## config.mk

```make
export PLATFORM = sky130hd
export DESIGN_NAME = ts_framer
export DESIGN_NICKNAME = d
export VERILOG_FILES = /design/src/rtl/ts_framer_pkg.sv /design/src/rtl/ts_deser.sv /design/src/rtl/ts_align.sv /design/src/rtl/ts_sync_rewrite.sv /design/src/rtl/ts_framer.sv
export SDC_FILE = /design/constraint.sdc
export NUM_CORES = 1
export LEC_CHECK = 0
export BUFFER_PORTS_ARGS = -buffer_cell sky130_fd_sc_hd__buf_2
export CAP_MARGIN = 20
export CORE_MARGIN = 3
export CORE_UTILIZATION = 41
export CTS_CLUSTER_DIAMETER = 30
export CTS_CLUSTER_SIZE = 28
export DETAILED_ROUTE_END_ITERATION = 10
export HOLD_SLACK_MARGIN = 0.05
export PLACE_DENSITY = 0.61
export SYNTH_ARGS = -nofsm -noshare
export SYNTH_HDL_FRONTEND = slang
export SYNTH_HIERARCHICAL = 1
export SYNTH_SLANG_ARGS = --single-unit
```

## constraint.sdc

```tcl
create_clock -name clk -period 5.4 [get_ports clk]
set_clock_uncertainty 0.2 [all_clocks]
set_input_delay 1.08 -clock clk [delete_from_list [all_inputs] [get_ports clk]]
set_output_delay 1.08 -clock clk [all_outputs]
set_load 0.05 [all_outputs]
```

## src/rtl/ts_framer_pkg.sv

```systemverilog
package ts_framer_pkg;

    localparam int unsigned    PKT_LEN_D    = 188;
    localparam int unsigned    GROUP_LEN_D  = 8;
    localparam int unsigned    LOCK_HITS_D  = 3;
    localparam int unsigned    MISS_LIMIT_D = 2;
    localparam logic [7:0]     SYNC_BYTE    = 8'h47;
    localparam logic [7:0]     ALT_SYNC     = 8'hB8;

    typedef struct packed {
        logic serial;
        logic ext_align;
        logic sync_swap;
    } cfg_t;

    localparam cfg_t CFG_RESET = '{serial: 1'b0, ext_align: 1'b0, sync_swap: 1'b1};

    // byte leaving the deserializer
    typedef struct packed {
        logic [7:0] data;
        logic       valid;
        logic       mark;
    } raw_beat_t;

    // byte leaving the aligner
    typedef struct packed {
        logic [7:0] data;
        logic       valid;
        logic       sop;
        logic       first;
    } pkt_beat_t;

    typedef enum logic [1:0] {AL_SEARCH, AL_VERIFY, AL_LOCK} align_state_e;

    function automatic logic [7:0] shift_in(input logic [7:0] w, input logic b);
        return {w[6:0], b};
    endfunction

endpackage

```

## src/rtl/ts_deser.sv

```systemverilog
module ts_deser
    import ts_framer_pkg::*;
#(
    parameter logic [7:0] SYNC = SYNC_BYTE
) (
    input  logic       clk,
    input  logic       rst,
    input  logic       flush,
    input  logic       serial,
    input  logic       hunt_req,
    input  logic [7:0] din,
    input  logic       din_stb,
    input  logic       frame_start,
    output raw_beat_t  o_beat
);

    logic [7:0] win;
    logic [2:0] cnt;
    logic       hunting;
    logic       hunt_req_q;
    logic       mark_pend;

    logic [7:0] win_n;
    logic [2:0] cnt_base;
    logic       hunt_mode;
    logic       ser_emit;

    always_comb begin
        win_n     = shift_in(win, din[0]);
        cnt_base  = frame_start ? 3'd0 : cnt;
        hunt_mode = hunting && hunt_req;
        ser_emit  = hunt_mode ? (win_n == SYNC) : (cnt_base == 3'd7);
    end

    always_ff @(posedge clk) begin
        if (rst || flush) begin
            win        <= '0;
            cnt        <= '0;
            hunting    <= 1'b1;
            hunt_req_q <= 1'b1;
            mark_pend  <= 1'b0;
            o_beat     <= '0;
        end else begin
            hunt_req_q   <= hunt_req;
            o_beat.valid <= 1'b0;
            o_beat.mark  <= 1'b0;
            if (hunt_req && !hunt_req_q) begin
                hunting <= 1'b1;
            end
            if (din_stb) begin
                if (serial) begin
                    win <= win_n;
                    if (ser_emit) begin
                        o_beat    <= '{data: win_n, valid: 1'b1, mark: frame_start | mark_pend};
                        cnt       <= '0;
                        mark_pend <= 1'b0;
                        if (hunt_mode) begin
                            hunting <= 1'b0;
                        end
                    end else begin
                        cnt       <= cnt_base + 3'd1;
                        mark_pend <= frame_start ? 1'b1 : mark_pend;
                    end
                end else begin
                    o_beat <= '{data: din, valid: 1'b1, mark: frame_start};
                end
            end
        end
    end

    // a parallel strobe yields exactly the sampled byte one cycle later
    p_par_capture_r2: assert property (@(posedge clk) disable iff (rst)
        (!serial && din_stb && !flush) |=> (o_beat.valid && o_beat.data == $past(din)));

    // while hunting for bit alignment only the sync pattern is released
    p_hunt_sync_only_r10: assert property (@(posedge clk) disable iff (rst)
        (hunting && hunt_req && serial && din_stb && !flush) |=> (!o_beat.valid || o_beat.data == SYNC));

endmodule

```

## src/rtl/ts_align.sv

```systemverilog
module ts_align
    import ts_framer_pkg::*;
#(
    parameter int unsigned PKT_LEN    = PKT_LEN_D,
    parameter int unsigned GROUP_LEN  = GROUP_LEN_D,
    parameter int unsigned LOCK_HITS  = LOCK_HITS_D,
    parameter int unsigned MISS_LIMIT = MISS_LIMIT_D,
    parameter logic [7:0]  SYNC       = SYNC_BYTE
) (
    input  logic       clk,
    input  logic       rst,
    input  logic       flush,
    input  logic       ext_align,
    input  raw_beat_t  i_beat,
    output logic       hunt_req,
    output pkt_beat_t  o_beat
);

    localparam int unsigned POS_W  = $clog2(PKT_LEN);
    localparam int unsigned GRP_W  = (GROUP_LEN > 1) ? $clog2(GROUP_LEN) : 1;
    localparam int unsigned HIT_W  = $clog2(LOCK_HITS + 1);
    localparam int unsigned MISS_W = $clog2(MISS_LIMIT + 1);
    localparam logic [POS_W-1:0]  LAST_POS  = POS_W'(PKT_LEN - 1);
    localparam logic [GRP_W-1:0]  LAST_GRP  = GRP_W'(GROUP_LEN - 1);
    localparam logic [HIT_W-1:0]  HIT_LAST  = HIT_W'(LOCK_HITS - 1);
    localparam logic [MISS_W-1:0] MISS_LAST = MISS_W'(MISS_LIMIT - 1);

    align_state_e       state;
    logic [POS_W-1:0]   pos;
    logic [HIT_W-1:0]   hits;
    logic [MISS_W-1:0]  miss;
    logic [GRP_W-1:0]   grp;

    logic [POS_W-1:0]   pos_nx;
    logic [GRP_W-1:0]   grp_nx;
    logic               is_sync;
    logic               at_head;

    always_comb begin
        pos_nx   = (pos == LAST_POS) ? '0 : pos + 1'b1;
        grp_nx   = (grp == LAST_GRP) ? '0 : grp + 1'b1;
        is_sync  = (i_beat.data == SYNC);
        at_head  = (pos == '0);
        hunt_req = (state == AL_SEARCH) && !ext_align;
    end

    always_ff @(posedge clk) begin
        if (rst || flush) begin
            state  <= AL_SEARCH;
            pos    <= '0;
            hits   <= '0;
            miss   <= '0;
            grp    <= '0;
            o_beat <= '0;
        end else begin
            o_beat.valid <= 1'b0;
            o_beat.sop   <= 1'b0;
            o_beat.first <= 1'b0;
            o_beat.data  <= i_beat.data;
            if (i_beat.valid) begin
                if (ext_align) begin
                    if (i_beat.mark) begin
                        state        <= AL_LOCK;
                        pos          <= POS_W'(1);
                        grp          <= (state == AL_LOCK) ? grp_nx : '0;
                        o_beat.valid <= 1'b1;
                        o_beat.sop   <= 1'b1;
                        o_beat.first <= (state == AL_LOCK) ? (grp_nx == '0) : 1'b1;
                    end else if (state == AL_LOCK) begin
                        pos          <= pos_nx;
                        o_beat.valid <= 1'b1;
                        if (at_head) begin
                            grp          <= grp_nx;
                            o_beat.sop   <= 1'b1;
                            o_beat.first <= (grp_nx == '0);
                        end
                    end
                end else begin
                    unique case (state)
                        AL_SEARCH: begin
                            if (is_sync) begin
                                state <= AL_VERIFY;
                                hits  <= HIT_W'(1);
                                pos   <= POS_W'(1);
                            end
                        end
                        AL_VERIFY: begin
                            if (at_head) begin
                                pos <= POS_W'(1);
                                if (!is_sync) begin
                                    state <= AL_SEARCH;
                                end else if (hits == HIT_LAST) begin
                                    state        <= AL_LOCK;
                                    miss         <= '0;
                                    grp          <= '0;
                                    o_beat.valid <= 1'b1;
                                    o_beat.sop   <= 1'b1;
                                    o_beat.first <= 1'b1;
                                end else begin
                                    hits <= hits + 1'b1;
                                end
                            end else begin
                                pos <= pos_nx;
                            end
                        end
                        AL_LOCK: begin
                            pos <= pos_nx;
                            if (at_head) begin
                                if (!is_sync && miss == MISS_LAST) begin
                                    state <= AL_SEARCH;
                                    pos   <= '0;
                                end else begin
                                    miss         <= is_sync ? '0 : miss + 1'b1;
                                    grp          <= grp_nx;
                                    o_beat.valid <= 1'b1;
                                    o_beat.sop   <= 1'b1;
                                    o_beat.first <= (grp_nx == '0);
                                end
                            end else begin
                                o_beat.valid <= 1'b1;
                            end
                        end
                        default: state <= AL_SEARCH;
                    endcase
                end
            end
        end
    end

    // search-mode lock is only reached after the full run of hits
    p_lock_entry_r4: assert property (@(posedge clk) disable iff (rst)
        ($rose(state == AL_LOCK) && !ext_align) |-> ($past(hits) == HIT_LAST && $past(is_sync)));

    // the consecutive-miss count never reaches the drop limit while held
    p_miss_bound_r5: assert property (@(posedge clk) disable iff (rst)
        miss <= MISS_LAST);

    // byte position stays inside one packet
    p_pos_bound_r9: assert property (@(posedge clk) disable iff (rst)
        pos <= LAST_POS);

    // a frame mark in external mode always opens an output packet
    p_ext_mark_r6: assert property (@(posedge clk) disable iff (rst)
        (ext_align && i_beat.valid && i_beat.mark && !flush) |=> (o_beat.valid && o_beat.sop));

endmodule

```

## src/rtl/ts_sync_rewrite.sv

```systemverilog
module ts_sync_rewrite
    import ts_framer_pkg::*;
#(
    parameter logic [7:0] REPL = ALT_SYNC
) (
    input  logic       clk,
    input  logic       rst,
    input  logic       flush,
    input  logic       sync_swap,
    input  pkt_beat_t  i_beat,
    output logic [7:0] out_byte,
    output logic       out_valid,
    output logic       out_sop
);

    always_ff @(posedge clk) begin
        if (rst || flush) begin
            out_byte  <= '0;
            out_valid <= 1'b0;
            out_sop   <= 1'b0;
        end else begin
            out_valid <= i_beat.valid;
            out_sop   <= i_beat.valid && i_beat.sop;
            if (i_beat.valid) begin
                out_byte <= (sync_swap && i_beat.sop && i_beat.first) ? REPL : i_beat.data;
            end
        end
    end

    // packet start only ever appears on a valid byte
    p_sop_valid_r9: assert property (@(posedge clk) disable iff (rst)
        out_sop |-> out_valid);

    // payload bytes leave untouched
    p_payload_pass_r9: assert property (@(posedge clk) disable iff (rst)
        (i_beat.valid && !i_beat.sop && !flush) |=> (out_valid && out_byte == $past(i_beat.data)));

    // the group-leading start byte is rewritten
    p_group_rewrite_r7: assert property (@(posedge clk) disable iff (rst)
        (i_beat.valid && i_beat.sop && i_beat.first && sync_swap && !flush) |=> (out_byte == REPL));

    // with rewriting off every byte passes
    p_no_rewrite_r8: assert property (@(posedge clk) disable iff (rst)
        (i_beat.valid && !sync_swap && !flush) |=> (out_byte == $past(i_beat.data)));

endmodule

```

## src/rtl/ts_framer.sv

```systemverilog
module ts_framer
    import ts_framer_pkg::*;
#(
    parameter int unsigned PKT_LEN    = PKT_LEN_D,
    parameter int unsigned GROUP_LEN  = GROUP_LEN_D,
    parameter int unsigned LOCK_HITS  = LOCK_HITS_D,
    parameter int unsigned MISS_LIMIT = MISS_LIMIT_D
) (
    input  logic       clk,
    input  logic       rst,
    input  logic       cfg_we,
    input  logic       cfg_serial,
    input  logic       cfg_ext_align,
    input  logic       cfg_sync_swap,
    input  logic [7:0] din,
    input  logic       din_stb,
    input  logic       frame_start,
    output logic [7:0] out_byte,
    output logic       out_valid,
    output logic       out_sop
);

    cfg_t      cfg_q;
    raw_beat_t raw_beat;
    pkt_beat_t pkt_beat;
    logic      hunt_req;

    always_ff @(posedge clk) begin
        if (rst) begin
            cfg_q <= CFG_RESET;
        end else if (cfg_we) begin
            cfg_q <= '{serial: cfg_serial, ext_align: cfg_ext_align, sync_swap: cfg_sync_swap};
        end
    end

    ts_deser #(.SYNC(SYNC_BYTE)) u_deser (
        .clk         (clk),
        .rst         (rst),
        .flush       (cfg_we),
        .serial      (cfg_q.serial),
        .hunt_req    (hunt_req),
        .din         (din),
        .din_stb     (din_stb),
        .frame_start (frame_start),
        .o_beat      (raw_beat)
    );

    ts_align #(
        .PKT_LEN    (PKT_LEN),
        .GROUP_LEN  (GROUP_LEN),
        .LOCK_HITS  (LOCK_HITS),
        .MISS_LIMIT (MISS_LIMIT),
        .SYNC       (SYNC_BYTE)
    ) u_align (
        .clk       (clk),
        .rst       (rst),
        .flush     (cfg_we),
        .ext_align (cfg_q.ext_align),
        .i_beat    (raw_beat),
        .hunt_req  (hunt_req),
        .o_beat    (pkt_beat)
    );

    ts_sync_rewrite #(.REPL(ALT_SYNC)) u_rewrite (
        .clk       (clk),
        .rst       (rst),
        .flush     (cfg_we),
        .sync_swap (cfg_q.sync_swap),
        .i_beat    (pkt_beat),
        .out_byte  (out_byte),
        .out_valid (out_valid),
        .out_sop   (out_sop)
    );

    // the configuration register holds its reset value until written
    p_cfg_hold_r1: assert property (@(posedge clk) disable iff (rst)
        !$past(cfg_we) |-> $stable(cfg_q));

endmodule

```

==> flow_summary.ini <==
[route]
drtAntennaViolNets = 0
wl_per_cell_um = 13.6
routed_via_density = 5.19
vias = 2485
routed_wl_um = 6530
drtPass1Iterations = 4
drtIter0Drc = 154
drc = 0

[floorplan]
fp.dieH_um = 94.4
core_sq_um = 7410
rows = 31
die_w_um = 94.4
io_pins = 26
die_area_sq_um = 8900
start_util_pct = 43.2

[place]
hpwl_um = 4700
dp_slack_ns = 2.16
io_buffers = 25
placed_area_sq_um = 3350
gp_congestion = 0.874
dp.cells = 461

[cells_and_area]
fillers = 718
antenna_cells = 0
final_util_pct = 48.0
fin_area_sq_um = 3560
nets = 404
area_delta_synth_final_pct = 11.2
drive_gt1_share_pct = 19.2
final_cells = 479

[clock_network]
cts_resized = 0
ctsRootBufferMaster = clkbuf_8
cts_setup_buffers = 0
clk_latency_ns = 0.34
cts.htree.levels = 3
tritoncts = yes
postCtsHoldBufs = 0
cts_buffer_depth = 2
cts_buffers = 9
clk_pin_slew_ns = 0.07
cts.sinks = 64

[status]
status = completed

[global_route]
antenna_found_initial = 0
grt_pass1_vias = 2401
grt_start_max_net_pins = 20
track_usage_pct = 15.9
gr-total-overflow = 0
grt_pass1_wl_um = 11200

[sta]
period_minus_slack_ns = 2.33
timing.slew.headroom_pct = 60.4
setup_viol = 0
rsz0062_at_grt = no
worst_slack_ns = 3.07
worstMarginPinSlew_ns = 0.593
slew_violations = 0
whs_ns = 0.249
tns_ns = 0
hold_viol = 0
min_period_over_period_pct = 43.2
fmax_ghz = 0.429

[synthesis]
async_flop_share_pct = 0
synth_edf_count = 0
syn_area_per_cell_sq_um = 9.12
netlist_area_sq_um = 3200
ys_seq_area_share_pct = 40.0
synth_ff_type = dfxtp_1
syn-num-nets = 380
yosys_warnings = 6
synth-seq-cells = 64
synth_cell_types = 57
synthCells = 351

[worst_setup_path]
required_ns = 5.45
critPathMaxFanout = 18
criticalPathCategory = input pin to flop
end_kind = flop
cp.arrival_ns = 2.38
start_kind = input pin

[power]
switching_power_mw = 0.222
vdd_drop_max_uv = 164
p_total_mw = 0.932
pwr-share-comb_pct = 5.7
intPower_mw = 0.710
power.density_nw_per_um2 = 262
p_seq_share_pct = 52.0
power_frac_clock_pct = 42.4
swShare_pct = 23.9
p_leak_nw = 1.30

[worst_hold_path]
hold_class = flop to flop

[flow_run]
cap_violations = 0
## registers in the layout, summed over array words and instances, names as in the netlist, 2 cells and up
name	count
u_align/pos	8
u_align/miss	2
u_rewrite/out_byte	8
u_align/hits	2
u_deser/win	7
u_align/o_beat	11
cfg_q	3
u_deser/o_beat	10
u_align/state	2
u_deser/cnt	3
u_align/grp	3
## synthesized netlist by cell type (all sizes together), types with 2 or more instances
master / n / area [sq um]
ha: 13 / 163
mux2i: 15 / 150
and2: 13 / 81.3
o31ai: 3 / 27.5
nor3: 9 / 45.0
nand4b: 2 / 17.5
a31oi: 2 / 18.8
o211ai: 5 / 37.5
and3: 5 / 36.3
a311oi: 5 / 50.0
nor4b: 2 / 38.8
or2: 3 / 18.8
buf: 5 / 65.1
clkbuf: 9 / 33.8
nand3: 18 / 90.1
dfxtp: 64 / 1280
nor2b: 13 / 81.3
a211oi: 4 / 35.0
nand2: 52 / 208
or3: 3 / 18.8
nor3b: 2 / 25.0
nor4: 3 / 18.8
mux2: 7 / 78.8
o21ai: 12 / 60.1
nand2b: 8 / 50.1
o311ai: 4 / 75.1
a21oi: 23 / 130
nand3b: 2 / 15.0
inv: 12 / 45.0
nor2: 19 / 71.3
## routing by layer
metal	routed length [um]	track usage, %	vias up
li1	-	-	1293
met1	3370	22.0	1136
met2	2770	24.0	47
met3	308	4.46	9
met4	79	5.05	0
met5	0	0	-
## critical path: stages
cell      delay [ns]
buf_2           0.16
nor2_1          0.17
buf_4           0.23
nand2b_1        0.11
a21oi_4         0.23
nand2_4         0.11
o311ai_2        0.27
## cells by family after synthesis
kind of cell	synth area share (%)
AOI/OAI and AO/OA	16.5
adders and majority gates	5.08
buffers and inverters	4.50
DFF	40.0
muxes	7.15
and+or+nand+nor	26.7
## worst paths after layout
kind               endpoint  slack [ns]        startpoint  cells after the start
max          u_align/pos[5]        3.07            cfg_we                      7
min          u_deser/cnt[1]        0.25    u_deser/cnt[1]                      2
max reg2reg  u_deser/cnt[0]        3.08  u_align/state[0]                      7
min reg2reg  u_deser/cnt[1]        0.25    u_deser/cnt[1]                      2
## cell usage in the layout (no fill, tap or decap), types with 2 or more instances in the layout
cell type   netlist  layout
o311ai_2          3       3
o31ai_1           2       2
mux2_2            7       7
nor2b_1          13      13
clkinvlp_4        0       2
clkinv_2          0       3
nand2b_1          8       8
inv_1            12      12
clkbuf_8          0      10
or2_2             2       2
nand3_1          18      18
mux2i_1          15      15
nand2_1          49      49
nor2_1           19      19
or3_1             3       3
dfxtp_1          64      64
o21ai_0          12      12
o211ai_1          5       5
a311oi_1          4       4
a211oi_1          3       3
nor3_1            9       9
ha_1             13      13
buf_2             0      25
and2_1           13      13
nor4_1            3       3
nand3b_1          2       2
a21oi_1          21      21
nand2_2           2       2
nor3b_2           2       2
and3_1            4       4
nand4b_1          2       2
## cell type report
cell class / instances / area, sq um / area share (%)
multi-input cells: 261 / 1780 / 49.9
well taps: 99 / 124 / 3.48
clock buffers: 10 / 128 / 3.59
inverters: 12 / 45.0 / 1.27
flip-flops and latches: 64 / 1280 / 36.0
clock inverters: 6 / 60.1 / 1.69
repair buffers: 27 / 146 / 4.11
## power by group through the flow
stage / Sequential, mW / Combinational, mW / Clock (mW)
5_1_grt: 0.486 / 0.0587 / 0.428
2_1_floorplan: 0.491 / 0.0409 / 0
3_3_place_gp: 0.495 / 0.0506 / 0
4_1_cts: 0.485 / 0.0511 / 0.410
3_5_place_dp: 0.495 / 0.0508 / 0
6_report: 0.485 / 0.0528 / 0.395
Power figures use the tool's default switching activity.
